--- config.mk ---
export PLATFORM = sky130hd
export DESIGN_NAME = banked_segment_mapper
export DESIGN_NICKNAME = d
export VERILOG_FILES = /design/src/rtl/segmap_pkg.sv /design/src/rtl/segmap_io_decode.sv /design/src/rtl/segmap_seg_reg.sv /design/src/rtl/segmap_force_reg.sv /design/src/rtl/segmap_bank_select.sv /design/src/rtl/banked_segment_mapper.sv
export SDC_FILE = /design/constraint.sdc
export NUM_CORES = 1
export LEC_CHECK = 0
export BUFFER_PORTS_ARGS = -buffer_cell sky130_fd_sc_hd__buf_2
export CORE_MARGIN = 2
export CORE_UTILIZATION = 43
export DETAILED_ROUTE_END_ITERATION = 16
export GPL_ROUTABILITY_DRIVEN = 0
export PLACE_DENSITY = 0.7
export REMOVE_ABC_BUFFERS = 1
export SYNTH_ARGS = -nofsm -noshare
export SYNTH_HDL_FRONTEND = slang
export SYNTH_SLANG_ARGS = --single-unit
--- constraint.sdc ---
create_clock -name clk -period 1.36 [get_ports clk]
set_input_delay 0.136 -clock clk [delete_from_list [all_inputs] [get_ports clk]]
set_output_delay 0.136 -clock clk [all_outputs]
set_load 0.005 [all_outputs]
--- src/rtl/segmap_pkg.sv ---
package segmap_pkg;

  // Per-segment decoded bank selection
  typedef struct packed {
    logic [6:0] rd_bank;
    logic [6:0] wr_bank;
  } seg_sel_t;

  // Position of a segment's read-force bit inside the force-port data byte.
  // The order is fixed by software that already writes this port.
  function automatic int force_bit_of(input int seg);
    case (seg)
      0:       force_bit_of = 6;
      1:       force_bit_of = 4;
      2:       force_bit_of = 5;
      default: force_bit_of = 7;
    endcase
  endfunction

endpackage

--- src/rtl/segmap_io_decode.sv ---
module segmap_io_decode #(
  parameter int          PORT_W         = 8,
  parameter int          SEGS           = 4,
  parameter logic [7:0]  BANK_PORT_BASE = 8'hF0,
  parameter logic [7:0]  FORCE_PORT     = 8'hF4
) (
  input  logic              io_wr,
  input  logic [PORT_W-1:0] io_port,
  output logic [SEGS-1:0]   seg_we,
  output logic              force_we
);
  for (genvar s = 0; s < SEGS; s++) begin : g_dec
    localparam logic [PORT_W-1:0] MY_PORT = PORT_W'(BANK_PORT_BASE + s);
    assign seg_we[s] = io_wr && (io_port == MY_PORT);
  end

  assign force_we = io_wr && (io_port == PORT_W'(FORCE_PORT));
endmodule

--- src/rtl/segmap_seg_reg.sv ---
module segmap_seg_reg
  import segmap_pkg::*;
#(
  parameter int DATA_W  = 8,
  parameter int BANK_W  = 7,
  parameter int SPLIT_W = 3
) (
  input  logic              clk,
  input  logic              rst_n,
  input  logic              we,
  input  logic [DATA_W-1:0] data,
  output seg_sel_t          sel
);
  localparam int MODE_BIT = DATA_W - 1;
  localparam int RD_LSB   = DATA_W / 2;

  seg_sel_t nxt;

  always_comb begin
    if (data[MODE_BIT]) begin
      nxt.rd_bank = data[BANK_W-1:0];
      nxt.wr_bank = data[BANK_W-1:0];
    end else begin
      nxt.rd_bank = BANK_W'(data[RD_LSB +: SPLIT_W]);
      nxt.wr_bank = BANK_W'(data[SPLIT_W-1:0]);
    end
  end

  always_ff @(posedge clk) begin
    if (!rst_n)  sel <= '0;
    else if (we) sel <= nxt;
  end
endmodule

--- src/rtl/segmap_force_reg.sv ---
module segmap_force_reg
  import segmap_pkg::*;
#(
  parameter int DATA_W = 8,
  parameter int SEGS   = 4
) (
  input  logic              clk,
  input  logic              rst_n,
  input  logic              we,
  input  logic [DATA_W-1:0] data,
  output logic [SEGS-1:0]   force_rd
);
  logic [SEGS-1:0] nxt;

  for (genvar s = 0; s < SEGS; s++) begin : g_map
    assign nxt[s] = data[force_bit_of(s)];
  end

  always_ff @(posedge clk) begin
    if (!rst_n)  force_rd <= '0;
    else if (we) force_rd <= nxt;
  end
endmodule

--- src/rtl/segmap_bank_select.sv ---
module segmap_bank_select
  import segmap_pkg::*;
#(
  parameter int SEGS   = 4,
  parameter int SEG_W  = 2,
  parameter int BANK_W = 7
) (
  input  seg_sel_t              sel [SEGS],
  input  logic [SEGS-1:0]       force_rd,
  input  logic [SEG_W-1:0]      seg,
  input  logic                  use_wr,
  output logic [BANK_W-1:0]     bank
);
  seg_sel_t cur;
  logic     cur_force;

  always_comb begin
    cur       = sel[seg];
    cur_force = force_rd[seg];
    if (use_wr || cur_force) bank = cur.wr_bank;
    else                     bank = cur.rd_bank;
  end
endmodule

--- src/rtl/banked_segment_mapper.sv ---
module banked_segment_mapper
  import segmap_pkg::*;
#(
  parameter int         ADDR_W         = 16,
  parameter int         SEG_W          = 2,
  parameter int         PORT_W         = 8,
  parameter int         DATA_W         = 8,
  parameter int         BANK_W         = 7,
  parameter int         SPLIT_W        = 3,
  parameter logic [7:0] BANK_PORT_BASE = 8'hF0,
  parameter logic [7:0] FORCE_PORT     = 8'hF4
) (
  input  logic                      clk,
  input  logic                      rst_n,
  input  logic [ADDR_W-1:0]         cpu_addr,
  input  logic                      mem_rd,
  input  logic                      mem_wr,
  input  logic                      io_wr,
  input  logic [PORT_W-1:0]         io_port,
  input  logic [DATA_W-1:0]         io_data,
  output logic [BANK_W-1:0]         map_bank,
  output logic [ADDR_W-SEG_W-1:0]   map_offset,
  output logic                      map_active,
  output logic                      map_is_write
);
  localparam int SEGS  = 1 << SEG_W;
  localparam int OFF_W = ADDR_W - SEG_W;

  logic [SEGS-1:0] seg_we;
  logic            force_we;
  logic [SEGS-1:0] force_rd;
  seg_sel_t        sel [SEGS];

  segmap_io_decode #(
    .PORT_W(PORT_W), .SEGS(SEGS),
    .BANK_PORT_BASE(BANK_PORT_BASE), .FORCE_PORT(FORCE_PORT)
  ) u_dec (
    .io_wr(io_wr), .io_port(io_port), .seg_we(seg_we), .force_we(force_we)
  );

  for (genvar s = 0; s < SEGS; s++) begin : g_seg
    segmap_seg_reg #(.DATA_W(DATA_W), .BANK_W(BANK_W), .SPLIT_W(SPLIT_W)) u_reg (
      .clk(clk), .rst_n(rst_n), .we(seg_we[s]), .data(io_data), .sel(sel[s])
    );
  end

  segmap_force_reg #(.DATA_W(DATA_W), .SEGS(SEGS)) u_force (
    .clk(clk), .rst_n(rst_n), .we(force_we), .data(io_data), .force_rd(force_rd)
  );

  segmap_bank_select #(.SEGS(SEGS), .SEG_W(SEG_W), .BANK_W(BANK_W)) u_sel (
    .sel(sel), .force_rd(force_rd), .seg(cpu_addr[ADDR_W-1 -: SEG_W]),
    .use_wr(mem_wr), .bank(map_bank)
  );

  assign map_offset   = cpu_addr[OFF_W-1:0];
  assign map_active   = mem_rd | mem_wr;
  assign map_is_write = mem_wr;
endmodule

# After elaboration in Yosys (flattened, before gate mapping)
# Cells that the tools add are included.
[word_totals]
romBits = 0
ramBits = 0
latchBits = 0
inputBits = 37
memories = 0
ff_bits = 60
[classes]
n_mux = 7
addsub = 0
bitwise_logic = 2
order_cmp = 2
eq_ne = 5
div_mod_pow = 0
multipliers = 0
n_reduce_logical = 6
n_shift = 0
[op_table]
columns = ["op", "count"]
rows = [
  ["$mux 14", 3],
  ["$eq 8x8->1 const B", 5],
  ["$bmux 14 s2", 1],
  ["$mux 7", 1],
  ["$logic_and 1x1->1", 5],
  ["$ge 3x3->1 const B", 1],
  ["$lt 2x3->1 const B", 1],
  ["$not 2->3", 1],
  ["$bmux 1 s2", 1],
  ["$logic_or 1x1->1", 1],
  ["$mux 1", 1],
  ["$or 1x1->1", 1],
]

# Logic depth before layout (Yosys ltp)
# Gate-level depths: netlist of run 1.
[depth]
depth_word = 5
mapped_depth = 4

# Modules after synthesis
# Synthesis of run 1 repeated with hierarchy kept, for this count alone.
[hier_totals]
hier_cells = 246
hier_area_um2 = 2960.3
[by_module_without_submodules]
columns = ["mod", "cells_each", "instances", "seq_area_each_um2", "area_each_um2"]
rows = [
  ["segmap_seg_reg", 44, 4, 200.2, 523.0],
  ["segmap_bank_select", 30, 1, 0.0, 518.0],
  ["segmap_force_reg", 13, 1, 80.1, 156.4],
  ["banked_segment_mapper", 16, 1, 0.0, 118.9],
  ["segmap_io_decode", 11, 1, 0.0, 75.1],
]

# Worst setup path after synthesis of run 1
# OpenSTA, ideal clock, no wires.
[synth_path]
path_type = "register to output"
from = "register u_force.force_rd[3]"
to = "output map_bank[0]"
slack_ns = -0.004
stages_incl_launch_ff = 4
arrival_ns = 1.228
path_cell_list = "dfxtp_1 > mux4_2 > nor2_4 > mux2_2"
[synth_between]
elab_chain_len = 4
[synth_lines]
columns = ["item", "line_no", "source"]
rows = [
  ["start, declared", "segmap_force_reg.sv:11", "output logic [SEGS-1:0] force_rd"],
  ["start signal, assigned", "segmap_force_reg.sv:21", "else if (we) force_rd <= nxt;"],
  ["$bmux 1 s2", "segmap_bank_select.sv:19", "cur_force = force_rd[seg];"],
  ["$mux 1 (not written as such)", "segmap_bank_select.sv:19", ""],
  ["$logic_or 1x1->1", "segmap_bank_select.sv:20", "if (use_wr || cur_force) bank = cur.wr_bank;"],
  ["$mux 7", "segmap_bank_select.sv:20", ""],
  ["end, declared", "banked_segment_mapper.sv:21", "output logic [BANK_W-1:0] map_bank,"],
]
# Every way passes these cells. The select of a mux whose other input is x is not followed.

# Worst setup path in the final report of run 1
[layout_path]
from = "register u_force.force_rd[3]"
to = "output map_bank[2]"
# Same word-level chain as after synthesis.

==> results of run 1 <==
worst register-to-register path: stages (launching register included):
cell and delay [ns]:
dfxtp_2 0.32, buf_4 0.12, o31ai_1 0.06, a21oi_1 0.10
cell families (layout without fill, tap and decap cells):
group | Yosys count | in the layout | share of synthesized area [%]
compound gates | 8 | 8 | 2.29
simple gates | 68 | 68 | 15.5
buf+inv | 30 | 57 | 9.11
flops | 44 | 44 | 40.3
mux | 57 | 57 | 32.8
final timing paths:
path	slack, ns	endpoint	cells after the start	start
max	-0.51	map_bank[2]	4	u_force.force_rd[3]$_SDFFE_PN0P_
min	0.13	u_force.force_rd[0]$_SDFFE_PN0P_	3	io_data[6]
max reg2reg	0.64	u_force.force_rd[3]$_SDFFE_PN0P_	3	u_force.force_rd[3]$_SDFFE_PN0P_
min reg2reg	0.46	g_seg[0].u_reg.sel[2]$_SDFFE_PN0P_	2	g_seg[0].u_reg.sel[2]$_SDFFE_PN0P_
area by class of cell:
| class | count | area, sq um | share of cell area [%] |
|---|---|---|---|
| Timing Repair Buffer | 47 | 307 | 12.2 |
| Clock buffer | 8 | 90.1 | 3.59 |
| Tap cell | 67 | 83.8 | 3.34 |
| Multi-Input combinational cell | 133 | 1130 | 45.2 |
| Inverter | 2 | 7.51 | 0.299 |
| Sequential cell | 44 | 887 | 35.4 |
flip-flops by register name (all words and copies together), names as in the netlist:
signal            count
u_force.force_rd      4
g_seg.u_reg.sel      40
report_power, final:
part	internal (mW)	switching, mW	leakage, nW
sequential	1.29	0.000655	0.357
clock	0.415	0.420	0.0455
combinational	0.0835	0.112	0.510
total	1.79	0.532	0.912
repair_timing:
action                                 in CTS  in global routing
buffers inserted                            0                  1
resized for setup                           1                 10
pin swaps                                   0                  1
endpoints found under the hold margin       0                  0
hold buffers                                0                  0
setup endpoints to repair                   6                  7
cells in the final DEF (no fill, tap or decap), types with 5 or more instances in the layout:
master,synthesis,final
nand2_1,48,48
mux2i_1,40,40
dfxtp_1,44,39
buf_2,0,28
buf_4,19,15
mux4_2,11,11
clkbuf_8,0,6
dfxtp_2,0,5
through the flow:
stage	hold WS [ns]	instances
6_report	0.126	301
5_1_grt	0.150	301
4_1_cts	0.134	300
3_5_place_dp	0.272	292
3_3_place_gp	0.272	292
2_1_floorplan	0.272	179
routing by layer:
| metal | global-route usage, % | part of all wire [%] | up-vias |
|---|---|---|---|
| met5 | 1.85 | 0 | - |
| met4 | 7.02 | 1.7 | 0 |
| met3 | 6.96 | 6.0 | 9 |
| met2 | 30.0 | 49 | 49 |
| met1 | 21.9 | 43 | 750 |
| li1 | - | - | 761 |
==> impl_metrics.prom, run 1 <==
# TYPE chip_impl_metric gauge
chip_impl_metric{name="ir_worst_vdd",unit="uV"} 549
chip_impl_metric{name="core-area",unit="sq mm"} 0.00482
chip_impl_info{name="grt_setup_unrepaired",value="yes"} 1
chip_impl_metric{name="layout_stage_area_growth_over_the_synthesis_result",unit="%"} 14.8
chip_impl_info{name="outcome",value="finished, violations left"} 1
chip_impl_info{name="synth_area_leader_cell",value="dfxtp_1"} 1
chip_impl_metric{name="critical_path_arrival",unit="ns"} 1.73
chip_impl_metric{name="ys_ff_latch",unit=""} 44
chip_impl_metric{name="synth-warning-count",unit=""} 0
chip_impl_metric{name="vias_per_cell",unit=""} 5.21
chip_impl_metric{name="routed_wire_length_per_instance",unit="um"} 15.9
chip_impl_metric{name="die_area",unit="sq mm"} 0.00567
chip_impl_metric{name="tritoncts_num_sinks",unit=""} 44
chip_impl_metric{name="finalWirelength",unit="mm"} 4.77
chip_impl_metric{name="grt_pass1_wl",unit="mm"} 7.56
chip_impl_info{name="synth_most_common_cell",value="nand2_1"} 1
chip_impl_info{name="path_delay_family",value="multiplexers"} 1
chip_impl_metric{name="postLayoutCoreUtil",unit="%"} 52.1
chip_impl_metric{name="ctsHtreeMaxLevel",unit=""} 2
chip_impl_metric{name="grt_util_all_layers",unit="%"} 18.4
chip_impl_info{name="postSynth.topFlopCell",value="dfxtp_1"} 1
chip_impl_metric{name="synth.cell_area",unit="sq mm"} 0.00218
chip_impl_metric{name="max-cap-violations",unit=""} 0
chip_impl_metric{name="fp.dieH",unit="um"} 75.3
chip_impl_metric{name="io-pin-count",unit=""} 60
chip_impl_metric{name="skew",unit="ns"} 0
chip_impl_metric{name="cts_buffer_depth",unit=""} 2
chip_impl_metric{name="timing.critical_path.slowest_cell_delay",unit="ns"} 0.49
chip_impl_info{name="clock_tree_from_tritoncts",value="done"} 1
chip_impl_metric{name="fmaxAchievable",unit="MHz"} 535
chip_impl_info{name="worst_setup_path_end_kind",value="output pin"} 1
chip_impl_metric{name="relSlewSlack",unit="%"} 71.2
chip_impl_metric{name="p_leak",unit="nW"} 0.912
chip_impl_info{name="min-delay-path-class",value="in -> reg"} 1
chip_impl_metric{name="number_of_i_o_port_buffers",unit=""} 31
chip_impl_metric{name="grt_start_max_net_pins",unit=""} 33
chip_impl_metric{name="post_synth.cell_area_avg",unit="sq um"} 10.6
chip_impl_metric{name="synthesized_netlist_cell_count",unit=""} 207
chip_impl_metric{name="fin_worst_setup_slack",unit="ns"} -0.508
chip_impl_metric{name="setup_viol_count_final",unit=""} 3
chip_impl_metric{name="synth_enable_flop_cells",unit=""} 0
chip_impl_metric{name="vias",unit=""} 1569
chip_impl_metric{name="share_of_synthesized_area_occupied_by_flip_flops_and_latches",unit="%"} 40.3
chip_impl_metric{name="drive_gt1_share",unit="%"} 35.5
chip_impl_metric{name="final.min_clock_period",unit="ns"} 1.87
chip_impl_metric{name="finish.net_count",unit=""} 270
chip_impl_metric{name="detailedRoute.firstPassIterationCount",unit=""} 4
chip_impl_metric{name="dr.first_iter.drc_count",unit=""} 66
chip_impl_info{name="critPathKind",value="reg -> out"} 1
chip_impl_metric{name="detailed_place_hpwl",unit="mm"} 3.56
chip_impl_info{name="violations",value="setup timing"} 1
chip_impl_info{name="critPathLaunchType",value="flip-flop"} 1
chip_impl_metric{name="die-width",unit="um"} 75.3
chip_impl_metric{name="final_slew_violations",unit=""} 0
chip_impl_metric{name="worst-slew-pin-transition",unit="ns"} 0.431
chip_impl_metric{name="initial_utilization",unit="%"} 45.4
chip_impl_metric{name="detail_route.drc_violations",unit=""} 0
chip_impl_metric{name="num_antenna_cells",unit=""} 0
chip_impl_metric{name="timing.final.crit_share",unit="%"} 137
chip_impl_metric{name="layout.filler_cells",unit=""} 463
chip_impl_metric{name="cts_made_buffers",unit=""} 5
chip_impl_metric{name="placedInstanceArea",unit="sq mm"} 0.00237
chip_impl_info{name="cp_max_delay_cell",value="mux4_2"} 1
chip_impl_info{name="cp_cell_sequence",value="mux4_2 -> nor2_4 -> mux2_4 -> buf_6"} 1
chip_impl_metric{name="hold_viol",unit=""} 0
chip_impl_metric{name="postSynth.asyncResetShare",unit="%"} 0
chip_impl_metric{name="setup_tns_final",unit="ns"} -1.52
chip_impl_info{name="netlist_top_cells_area",value="dfxtp_1 40%, mux2i_1 18%, mux4_2 11%"} 1
chip_impl_metric{name="source_to_sink_clock_delay_at_the_later_pin_of_the_worst_skew_pair",unit="ns"} 0.29
chip_impl_metric{name="power_density",unit="mW/mm^2"} 924
chip_impl_metric{name="clk_pin_slew_worst_paths",unit="ns"} 0.08
chip_impl_metric{name="synth_top_cell_area_share",unit="%"} 40.3
chip_impl_metric{name="grt_pass1_vias",unit=""} 1587
chip_impl_metric{name="ant_nets",unit=""} 0
chip_impl_metric{name="cp.required",unit="ns"} 1.22
chip_impl_metric{name="final_cell_area",unit="sq mm"} 0.00251
chip_impl_metric{name="finalPower",unit="mW"} 2.32
chip_impl_metric{name="critical_path_peak_fanout",unit=""} 3
chip_impl_metric{name="standard_cell_row_count",unit=""} 25
chip_impl_info{name="clock_root_buffer_master",value="clkbuf_8"} 1
chip_impl_metric{name="place_worst_setup_slack",unit="ns"} -0.185
chip_impl_metric{name="synth_cell_type_count",unit=""} 24
chip_impl_info{name="synth.top_cells.by_count",value="48 x nand2_1, 44 x dfxtp_1, 40 x mux2i_1, 19 x buf_4, 11 x mux4_2"} 1
chip_impl_metric{name="critical_path.n_buffers_inverters",unit=""} 1
chip_impl_metric{name="grt_antenna_before_repair",unit=""} 0
chip_impl_metric{name="global_route.overflow_total",unit=""} 0
(Power assumes the default switching activity.)
==> inputs of run 2 (changes only) <==
--- a/config.mk
+++ b/config.mk
@@ -11,7 +11,9 @@
 export DETAILED_ROUTE_END_ITERATION = 16
 export GPL_ROUTABILITY_DRIVEN = 0
 export PLACE_DENSITY = 0.7
+export RECOVER_POWER = 100
 export REMOVE_ABC_BUFFERS = 1
+export SETUP_SLACK_MARGIN = 0.02
 export SYNTH_ARGS = -nofsm -noshare
 export SYNTH_HDL_FRONTEND = slang
 export SYNTH_SLANG_ARGS = --single-unit
==> run 2 against run 1 <==
  * The flow still finishes with violations (setup timing)
  * Sequential cell count unchanged
  * Design area down 2.2%
  * Wire length up 0.59%
  * Cell count unchanged
  * Power down 0.28%
  * Via count down 0.25%
  * Clock power about the same
  * Clock skew unchanged
  * First-iteration DRC count unchanged
  * Worst hold slack better by 0.00063 ns
  * Global-route usage unchanged
  * Critical path type unchanged
  * Highest routed layer unchanged
==> impl_metrics.prom, run 2 (synthesis results as in run 1) <==
# TYPE chip_impl_metric gauge
chip_impl_metric{name="grt_antenna_before_repair",unit=""} 0
chip_impl_metric{name="critical_path_arrival",unit="ns"} 1.73
chip_impl_info{name="violations",value="setup timing"} 1
chip_impl_metric{name="global_route.overflow_total",unit=""} 0
chip_impl_info{name="outcome",value="finished, violations left"} 1
chip_impl_metric{name="initial_utilization",unit="%"} 45.4
chip_impl_metric{name="fmaxAchievable",unit="MHz"} 535
chip_impl_info{name="hold_path.startpoint",value="io_data[5]"} 1
chip_impl_metric{name="max-cap-violations",unit=""} 0
chip_impl_metric{name="detailedRoute.firstPassIterationCount",unit=""} 4
chip_impl_metric{name="detail_route.drc_violations",unit=""} 0
chip_impl_metric{name="detailed_place_hpwl",unit="mm"} 3.56
chip_impl_metric{name="power_density",unit="mW/mm^2"} 943
chip_impl_metric{name="vias_per_cell",unit=""} 5.20
chip_impl_metric{name="grt_start_max_net_pins",unit=""} 33
chip_impl_metric{name="source_to_sink_clock_delay_at_the_later_pin_of_the_worst_skew_pair",unit="ns"} 0.29
chip_impl_info{name="layout_common_cells",value="48 x nand2_1, 40 x mux2i_1, 39 x dfxtp_1"} 1
chip_impl_metric{name="final_slew_violations",unit=""} 0
chip_impl_metric{name="setup_tns_final",unit="ns"} -1.52
chip_impl_info{name="hold-path-endpoint",value="u_force.force_rd[2]$_SDFFE_PN0P_"} 1
chip_impl_metric{name="clk_pin_slew_worst_paths",unit="ns"} 0.08
chip_impl_metric{name="ctsHtreeMaxLevel",unit=""} 2
chip_impl_metric{name="relSlewSlack",unit="%"} 64.5
chip_impl_metric{name="layout_stage_area_growth_over_the_synthesis_result",unit="%"} 12.3
chip_impl_metric{name="number_of_instances_on_the_worst_hold_path",unit=""} 3
chip_impl_info{name="regMostFlops",value="g_seg.u_reg.sel"} 1
chip_impl_metric{name="grt_util_all_layers",unit="%"} 18.4
chip_impl_metric{name="die-width",unit="um"} 75.3
chip_impl_metric{name="ir_worst_vdd",unit="uV"} 548
chip_impl_metric{name="num_antenna_cells",unit=""} 0
chip_impl_info{name="cp_max_delay_cell",value="mux4_2"} 1
chip_impl_metric{name="cts_buffer_depth",unit=""} 2
chip_impl_metric{name="fin_worst_setup_slack",unit="ns"} -0.509
chip_impl_metric{name="number_of_i_o_port_buffers",unit=""} 31
chip_impl_metric{name="die_area",unit="sq mm"} 0.00567
chip_impl_metric{name="io-pin-count",unit=""} 60
chip_impl_metric{name="vias",unit=""} 1565
chip_impl_metric{name="drive_gt1_share",unit="%"} 31.6
chip_impl_info{name="critPathKind",value="reg -> out"} 1
chip_impl_metric{name="finish.net_count",unit=""} 270
chip_impl_info{name="min-delay-path-class",value="in -> reg"} 1
chip_impl_metric{name="r2r.worst_path.cells",unit=""} 3
chip_impl_info{name="clock_tree_from_tritoncts",value="done"} 1
chip_impl_metric{name="finalPower",unit="mW"} 2.31
chip_impl_metric{name="ant_nets",unit=""} 0
chip_impl_metric{name="skew",unit="ns"} 0
chip_impl_metric{name="cp.required",unit="ns"} 1.22
chip_impl_metric{name="grt_pass1_wl",unit="mm"} 7.56
chip_impl_info{name="path_delay_family",value="multiplexers"} 1
chip_impl_metric{name="core-area",unit="sq mm"} 0.00482
chip_impl_metric{name="hold_viol",unit=""} 0
chip_impl_info{name="timing.rr.end",value="u_force.force_rd[3]$_SDFFE_PN0P_"} 1
chip_impl_metric{name="largest_register_ffs",unit=""} 40
chip_impl_metric{name="worst-slew-pin-transition",unit="ns"} 0.533
chip_impl_metric{name="grt_pass1_vias",unit=""} 1587
chip_impl_info{name="final_common_cell",value="nand2_1"} 1
chip_impl_metric{name="final.min_clock_period",unit="ns"} 1.87
chip_impl_info{name="largestRegisters",value="g_seg.u_reg.sel: 40 flops, u_force.force_rd: 4 flops"} 1
chip_impl_metric{name="critical_path.n_buffers_inverters",unit=""} 1
chip_impl_metric{name="cts_made_buffers",unit=""} 5
chip_impl_info{name="cp_cell_sequence",value="mux4_2 -> nor2_4 -> mux2_4 -> buf_6"} 1
chip_impl_metric{name="timing.critical_path.slowest_cell_delay",unit="ns"} 0.49
chip_impl_info{name="grt_setup_unrepaired",value="yes"} 1
chip_impl_metric{name="setup_viol_count_final",unit=""} 3
chip_impl_metric{name="fp.dieH",unit="um"} 75.3
chip_impl_info{name="worst_setup_path_end_kind",value="output pin"} 1
chip_impl_metric{name="dr.first_iter.drc_count",unit=""} 66
chip_impl_info{name="critPathLaunchType",value="flip-flop"} 1
chip_impl_metric{name="finalWirelength",unit="mm"} 4.80
chip_impl_metric{name="critical_path_peak_fanout",unit=""} 3
chip_impl_metric{name="routed_wire_length_per_instance",unit="um"} 15.9
chip_impl_metric{name="timing.final.crit_share",unit="%"} 137
chip_impl_metric{name="reg2reg_setup_slack",unit="ns"} 0.64
chip_impl_metric{name="final_cell_area",unit="sq mm"} 0.00245
chip_impl_metric{name="tritoncts_num_sinks",unit=""} 44
chip_impl_info{name="clock_root_buffer_master",value="clkbuf_8"} 1
chip_impl_metric{name="placedInstanceArea",unit="sq mm"} 0.00237
chip_impl_info{name="crit-reg2reg-launch",value="u_force.force_rd[3]$_SDFFE_PN0P_"} 1
chip_impl_metric{name="p_leak",unit="nW"} 0.880
chip_impl_metric{name="standard_cell_row_count",unit=""} 25
run 2: changes by cell type in the layout (fill, tap and decap cells not counted):
cell	change
nand4b_4	-1
clkbuf_2	+3
nor3_1	+1
clkbuf_1	+4
nand4b_1	+1
nor4b_2	-1
buf_2	-2
nor4b_1	+1
nor3_2	-1
nor4_2	-2
buf_4	-5
nor4_1	+2
run 2: area by class of cell:
type	instances	area, sq um
sequential	44	887
multi-input combinational	133	1090
clock buffer	8	90.1
timing repair buffer	47	289
fill	469	2360
inverter	2	7.51
tap	67	83.8
run 2: worst min-delay path, stage by stage:
cell and delay [ns]:
buf_2 0.12, nand4_1 0.07, a21oi_1 0.06
run 2: per-layer routing:
layer,global-route usage [%],wire length (um),up-vias
met3,6.96,272,13
met4,7.02,121,0
met5,1.85,0,-
li1,-,-,762
met2,30.0,2320,49
met1,21.9,2080,741
run 2: repair_timing:
item                                    4_1_cts  5_1_grt
resized for setup                             1       10
pin swaps                                     0        1
buffers inserted                              0        1
hold buffers                                  0        0
endpoints found under the setup margin        7        7
run 2: worst max-delay path by stage:
stage                                           from                            endpoint  slack, ns  cells after the start
CTS                 u_force.force_rd[3]$_SDFFE_PN0P_                         map_bank[0]      -0.51                      4
finish              u_force.force_rd[3]$_SDFFE_PN0P_                         map_bank[2]      -0.51                      4
global placement                        cpu_addr[14]                         map_bank[2]      -0.17                      5
global route        u_force.force_rd[3]$_SDFFE_PN0P_                         map_bank[2]      -0.56                      4
detailed placement                      cpu_addr[14]                         map_bank[1]      -0.18                      5
floorplan                                 io_port[3]  g_seg[0].u_reg.sel[0]$_SDFFE_PN0P_      -0.82                      3
run 2: metrics by stage:
step | hold slack (ns) | util [%] | setup WS, ns | std cells
5_1_grt | 0.150 | 50.9 | -0.561 | 301
3_5_place_dp | 0.272 | 49.3 | -0.185 | 292
2_1_floorplan | 0.272 | - | -0.820 | 179
6_report | 0.126 | 50.9 | -0.509 | 301
4_1_cts | 0.134 | 51.2 | -0.508 | 300
3_3_place_gp | 0.272 | 49.3 | -0.175 | 292
run 2: power breakdown:
group | internal (mW) | switching (mW) | leakage, nW
Combinational | 0.0804 | 0.107 | 0.477
Sequential | 1.29 | 0.000656 | 0.357
Clock | 0.415 | 0.421 | 0.0455
==> inputs of run 3 (changes only) <==
--- a/config.mk
+++ b/config.mk
@@ -6,14 +6,15 @@
 export NUM_CORES = 1
 export LEC_CHECK = 0
 export BUFFER_PORTS_ARGS = -buffer_cell sky130_fd_sc_hd__buf_2
-export CORE_MARGIN = 2
+export CORE_ASPECT_RATIO = 1.75
 export CORE_UTILIZATION = 43
 export DETAILED_ROUTE_END_ITERATION = 16
 export GPL_ROUTABILITY_DRIVEN = 0
-export PLACE_DENSITY = 0.7
+export PLACE_DENSITY = 0.67
 export RECOVER_POWER = 100
 export REMOVE_ABC_BUFFERS = 1
 export SETUP_SLACK_MARGIN = 0.02
 export SYNTH_ARGS = -nofsm -noshare
 export SYNTH_HDL_FRONTEND = slang
+export SYNTH_HIERARCHICAL = 1
 export SYNTH_SLANG_ARGS = --single-unit
==> run 3 against run 2 <==
  * The flow still finishes with violations (setup timing)
  * Die area grew 28%
  * Non-clock buffer count grew 13
  * Register-to-register slack is essentially flat
  * Setup slack gained 0.23 ns
  * Cell count grew 16%
  * Combinational power grew 51%
  * Power grew 19%
==> impl_metrics.prom, run 3 <==
# TYPE chip_impl_metric gauge
chip_impl_metric{name="number_of_i_o_port_buffers",unit=""} 31
chip_impl_metric{name="stdcell_count",unit=""} 348
chip_impl_metric{name="place_worst_setup_slack",unit="ns"} -0.191
chip_impl_info{name="clock_root_buffer_master",value="clkbuf_16"} 1
chip_impl_metric{name="synthesized_netlist_cell_count",unit=""} 246
chip_impl_metric{name="synthAdderAreaFrac",unit="%"} 0
chip_impl_metric{name="cp.required",unit="ns"} 1.22
chip_impl_metric{name="setup_tns_final",unit="ns"} -2.18
chip_impl_info{name="cp_cell_sequence",value="mux2i_4 -> a22oi_4 -> buf_6 -> mux2_4 -> buf_6"} 1
chip_impl_metric{name="yosys.area_share.xor_xnor",unit="%"} 0
chip_impl_metric{name="relSlewSlack",unit="%"} 70.6
chip_impl_metric{name="core-area",unit="sq mm"} 0.00659
chip_impl_info{name="grt_setup_unrepaired",value="yes"} 1
chip_impl_metric{name="finish.net_count",unit=""} 302
chip_impl_metric{name="routed_wire_length_per_instance",unit="um"} 16.2
chip_impl_metric{name="cts.hold.buffers_added",unit=""} 0
chip_impl_metric{name="io-pin-count",unit=""} 60
chip_impl_metric{name="synth-warning-count",unit=""} 6
chip_impl_metric{name="synth_compound_area_share",unit="%"} 13.4
chip_impl_info{name="cp-endpoint",value="map_bank[0]"} 1
chip_impl_metric{name="postSynth.asyncResetShare",unit="%"} 0
chip_impl_info{name="regMostFlops",value="g_seg.u_reg/sel"} 1
chip_impl_metric{name="cts_buffer_depth",unit=""} 2
chip_impl_metric{name="detailedRoute.firstPassIterationCount",unit=""} 4
chip_impl_metric{name="grt_pass1_vias",unit=""} 1927
chip_impl_metric{name="reg2reg_setup_slack",unit="ns"} 0.63
chip_impl_info{name="crit_path_start",value="u_force/force_rd[3]$_SDFFE_PN0P_"} 1
chip_impl_info{name="largestRegisters",value="g_seg.u_reg/sel: 40 flops, u_force/force_rd: 4 flops"} 1
chip_impl_info{name="synth_area_leader_cell",value="dfxtp_1"} 1
chip_impl_metric{name="ir_worst_vdd",unit="uV"} 415
chip_impl_metric{name="yosys.area_share.simple",unit="%"} 16.4
chip_impl_info{name="min-delay-path-class",value="in -> reg"} 1
chip_impl_metric{name="timing.critical_path.slowest_cell_delay",unit="ns"} 0.35
chip_impl_info{name="clock_tree_from_tritoncts",value="done"} 1
chip_impl_metric{name="tritoncts_num_sinks",unit=""} 44
chip_impl_metric{name="vias_per_cell",unit=""} 5.26
chip_impl_metric{name="layout_stage_area_growth_over_the_synthesis_result",unit="%"} 8.50
chip_impl_metric{name="cts_made_buffers",unit=""} 5
chip_impl_metric{name="dr.first_iter.drc_count",unit=""} 33
chip_impl_metric{name="numPlacedInstances",unit=""} 339
chip_impl_metric{name="worst-slew-pin-transition",unit="ns"} 0.441
chip_impl_metric{name="final_cell_area",unit="sq mm"} 0.00321
chip_impl_metric{name="r2r.worst_path.cells",unit=""} 3
chip_impl_metric{name="synth.cell_area",unit="sq mm"} 0.00296
chip_impl_metric{name="detail_route.drc_violations",unit=""} 0
chip_impl_info{name="timing.rr.end",value="u_force/force_rd[1]$_SDFFE_PN0P_"} 1
chip_impl_metric{name="ys_ff_latch",unit=""} 44
chip_impl_info{name="netlist_top_cells_area",value="dfxtp_1 30%, mux2i_1 10%, mux4_2 8.4%"} 1
chip_impl_metric{name="finalWirelength",unit="mm"} 5.65
chip_impl_info{name="critical_path.most_common_cell",value="buf_6"} 1
chip_impl_metric{name="detailed_place_hpwl",unit="mm"} 3.88
chip_impl_metric{name="power_density",unit="mW/mm^2"} 855
chip_impl_metric{name="clk_pin_slew_worst_paths",unit="ns"} 0.07
chip_impl_metric{name="standard_cell_row_count",unit=""} 39
chip_impl_metric{name="setup_viol_count_final",unit=""} 19
chip_impl_metric{name="p_leak",unit="nW"} 1.12
chip_impl_info{name="critPathLaunchType",value="flip-flop"} 1
chip_impl_metric{name="skew",unit="ns"} 0
chip_impl_info{name="crit-reg2reg-launch",value="u_force/force_rd[1]$_SDFFE_PN0P_"} 1
chip_impl_metric{name="grt_antenna_before_repair",unit=""} 0
chip_impl_info{name="synth_most_common_cell",value="dfxtp_1"} 1
chip_impl_metric{name="synth_enable_flop_cells",unit=""} 0
chip_impl_info{name="postSynth.topFlopCell",value="dfxtp_1"} 1
chip_impl_metric{name="grt_start_max_net_pins",unit=""} 45
chip_impl_metric{name="postLayoutCoreUtil",unit="%"} 48.8
chip_impl_info{name="cp_max_delay_cell",value="dfxtp_2"} 1
chip_impl_metric{name="ctsHtreeMaxLevel",unit=""} 2
chip_impl_metric{name="vias",unit=""} 1830
chip_impl_metric{name="fp.dieH",unit="um"} 112
chip_impl_metric{name="die-width",unit="um"} 64.7
chip_impl_metric{name="initial_utilization",unit="%"} 44.9
chip_impl_info{name="synth_top_family_by_area",value="multiplexers"} 1
chip_impl_metric{name="num_antenna_cells",unit=""} 0
chip_impl_metric{name="drive_gt1_share",unit="%"} 63.2
chip_impl_info{name="critPathKind",value="reg -> out"} 1
chip_impl_metric{name="fin_worst_setup_slack",unit="ns"} -0.280
chip_impl_metric{name="die_area",unit="sq mm"} 0.00723
chip_impl_metric{name="hold_viol",unit=""} 0
chip_impl_metric{name="source_to_sink_clock_delay_at_the_later_pin_of_the_worst_skew_pair",unit="ns"} 0.28
chip_impl_info{name="final_common_cell",value="dfxtp_1"} 1
chip_impl_metric{name="timing.final.crit_share",unit="%"} 121
chip_impl_metric{name="synth_top_cell_area_share",unit="%"} 29.8
chip_impl_metric{name="post_synth.cell_area_avg",unit="sq um"} 12.0
chip_impl_metric{name="final.min_clock_period",unit="ns"} 1.64
chip_impl_metric{name="ant_nets",unit=""} 0
chip_impl_info{name="outcome",value="finished, violations left"} 1
chip_impl_info{name="worst_setup_path_end_kind",value="output pin"} 1
chip_impl_metric{name="layout.filler_cells",unit=""} 637
chip_impl_metric{name="critical_path_peak_fanout",unit=""} 3
chip_impl_metric{name="hold_ws",unit="ns"} 0.160
chip_impl_metric{name="final_slew_violations",unit=""} 0
chip_impl_metric{name="largest_register_ffs",unit=""} 40
chip_impl_metric{name="share_of_cell_area_taken_by_muxes_after_synthesis",unit="%"} 24.5
chip_impl_info{name="violations",value="setup timing"} 1
chip_impl_metric{name="grt_util_all_layers",unit="%"} 17.5
chip_impl_metric{name="share_of_synthesized_area_occupied_by_flip_flops_and_latches",unit="%"} 29.8
chip_impl_info{name="layout_common_cells",value="34 x dfxtp_1, 28 x mux2i_1, 27 x buf_2"} 1
chip_impl_metric{name="placedInstanceArea",unit="sq mm"} 0.00304
chip_impl_info{name="synth.top_cells.by_count",value="44 x dfxtp_1, 32 x buf_4, 30 x mux2i_1, 17 x nor2b_1"} 1
chip_impl_metric{name="synth_cell_type_count",unit=""} 30
chip_impl_metric{name="global_route.overflow_total",unit=""} 0
chip_impl_metric{name="fmaxAchievable",unit="MHz"} 610
chip_impl_metric{name="max-cap-violations",unit=""} 0
chip_impl_metric{name="critical_path_arrival",unit="ns"} 1.50
chip_impl_metric{name="finalPower",unit="mW"} 2.75
chip_impl_metric{name="grt_pass1_wl",unit="mm"} 9.54
run 3: worst min path at each step:
stage | to | from | cells after the start | slack [ns]
floorplan | g_seg[0].u_reg/sel[8]$_SDFFE_PN0P_ | rst_n | 2 | 0.25
global placement | map_offset[0] | cpu_addr[0] | 0 | 0.27
detailed placement | map_offset[0] | cpu_addr[0] | 0 | 0.27
CTS | g_seg[3].u_reg/sel[10]$_SDFFE_PN0P_ | io_data[3] | 3 | 0.16
global route | g_seg[1].u_reg/sel[10]$_SDFFE_PN0P_ | io_data[3] | 3 | 0.17
finish | g_seg[0].u_reg/sel[10]$_SDFFE_PN0P_ | io_data[3] | 3 | 0.16
run 3: cell families (layout without fill, tap and decap cells):
| logic type | count (synthesis) | after routing |
|---|---|---|
| DFF | 44 | 44 |
| AOI/OAI and AO/OA | 41 | 41 |
| muxes | 51 | 51 |
| and+or+nand+nor | 60 | 60 |
| buffers and inverters | 50 | 70 |
run 3: final cells by class:
class                           instances  area (sq um)  area share [%]
Clock inverter                          3          18.8           0.584
Multi-Input combinational cell        152          1610            50.2
Clock buffer                            5           125            3.90
Inverter                                2          7.51           0.234
Tap cell                               82           103            3.19
Timing Repair Buffer                   60           452            14.1
Sequential cell                        44           893            27.8
run 3: per-layer routing:
layer  vias up  wire length, um  share of wire [%]  GRT usage [%]
li1        890                -                  -              -
met1       878             2320                 41           19.8
met2        54             2920                 52           29.1
met3         8              275                4.9           5.53
met4         0              131                2.3           8.00
met5         -                0                  0              0
run 3: timing repair:
| item | 4_1_cts | 5_1_grt |
|---|---|---|
| setup endpoints to repair | 7 | 7 |
| pin swaps | 1 | 0 |
| resized for setup | 26 | 2 |
| setup buffers | 1 | 0 |
run 3: where the power goes:
group | internal (mW) | switching [mW]
Clock | 0.677 | 0.497
Sequential | 1.29 | 0.00116
Combinational | 0.134 | 0.149
Total | 2.10 | 0.647
run 3: critical path: cells and delay by family (launching register included):
family / cells / cell delay (ns)
flip-flops: 1 / 0.35
buffers and inverters: 2 / 0.27
multiplexers: 2 / 0.38
AO/OA/AOI/OAI: 1 / 0.21
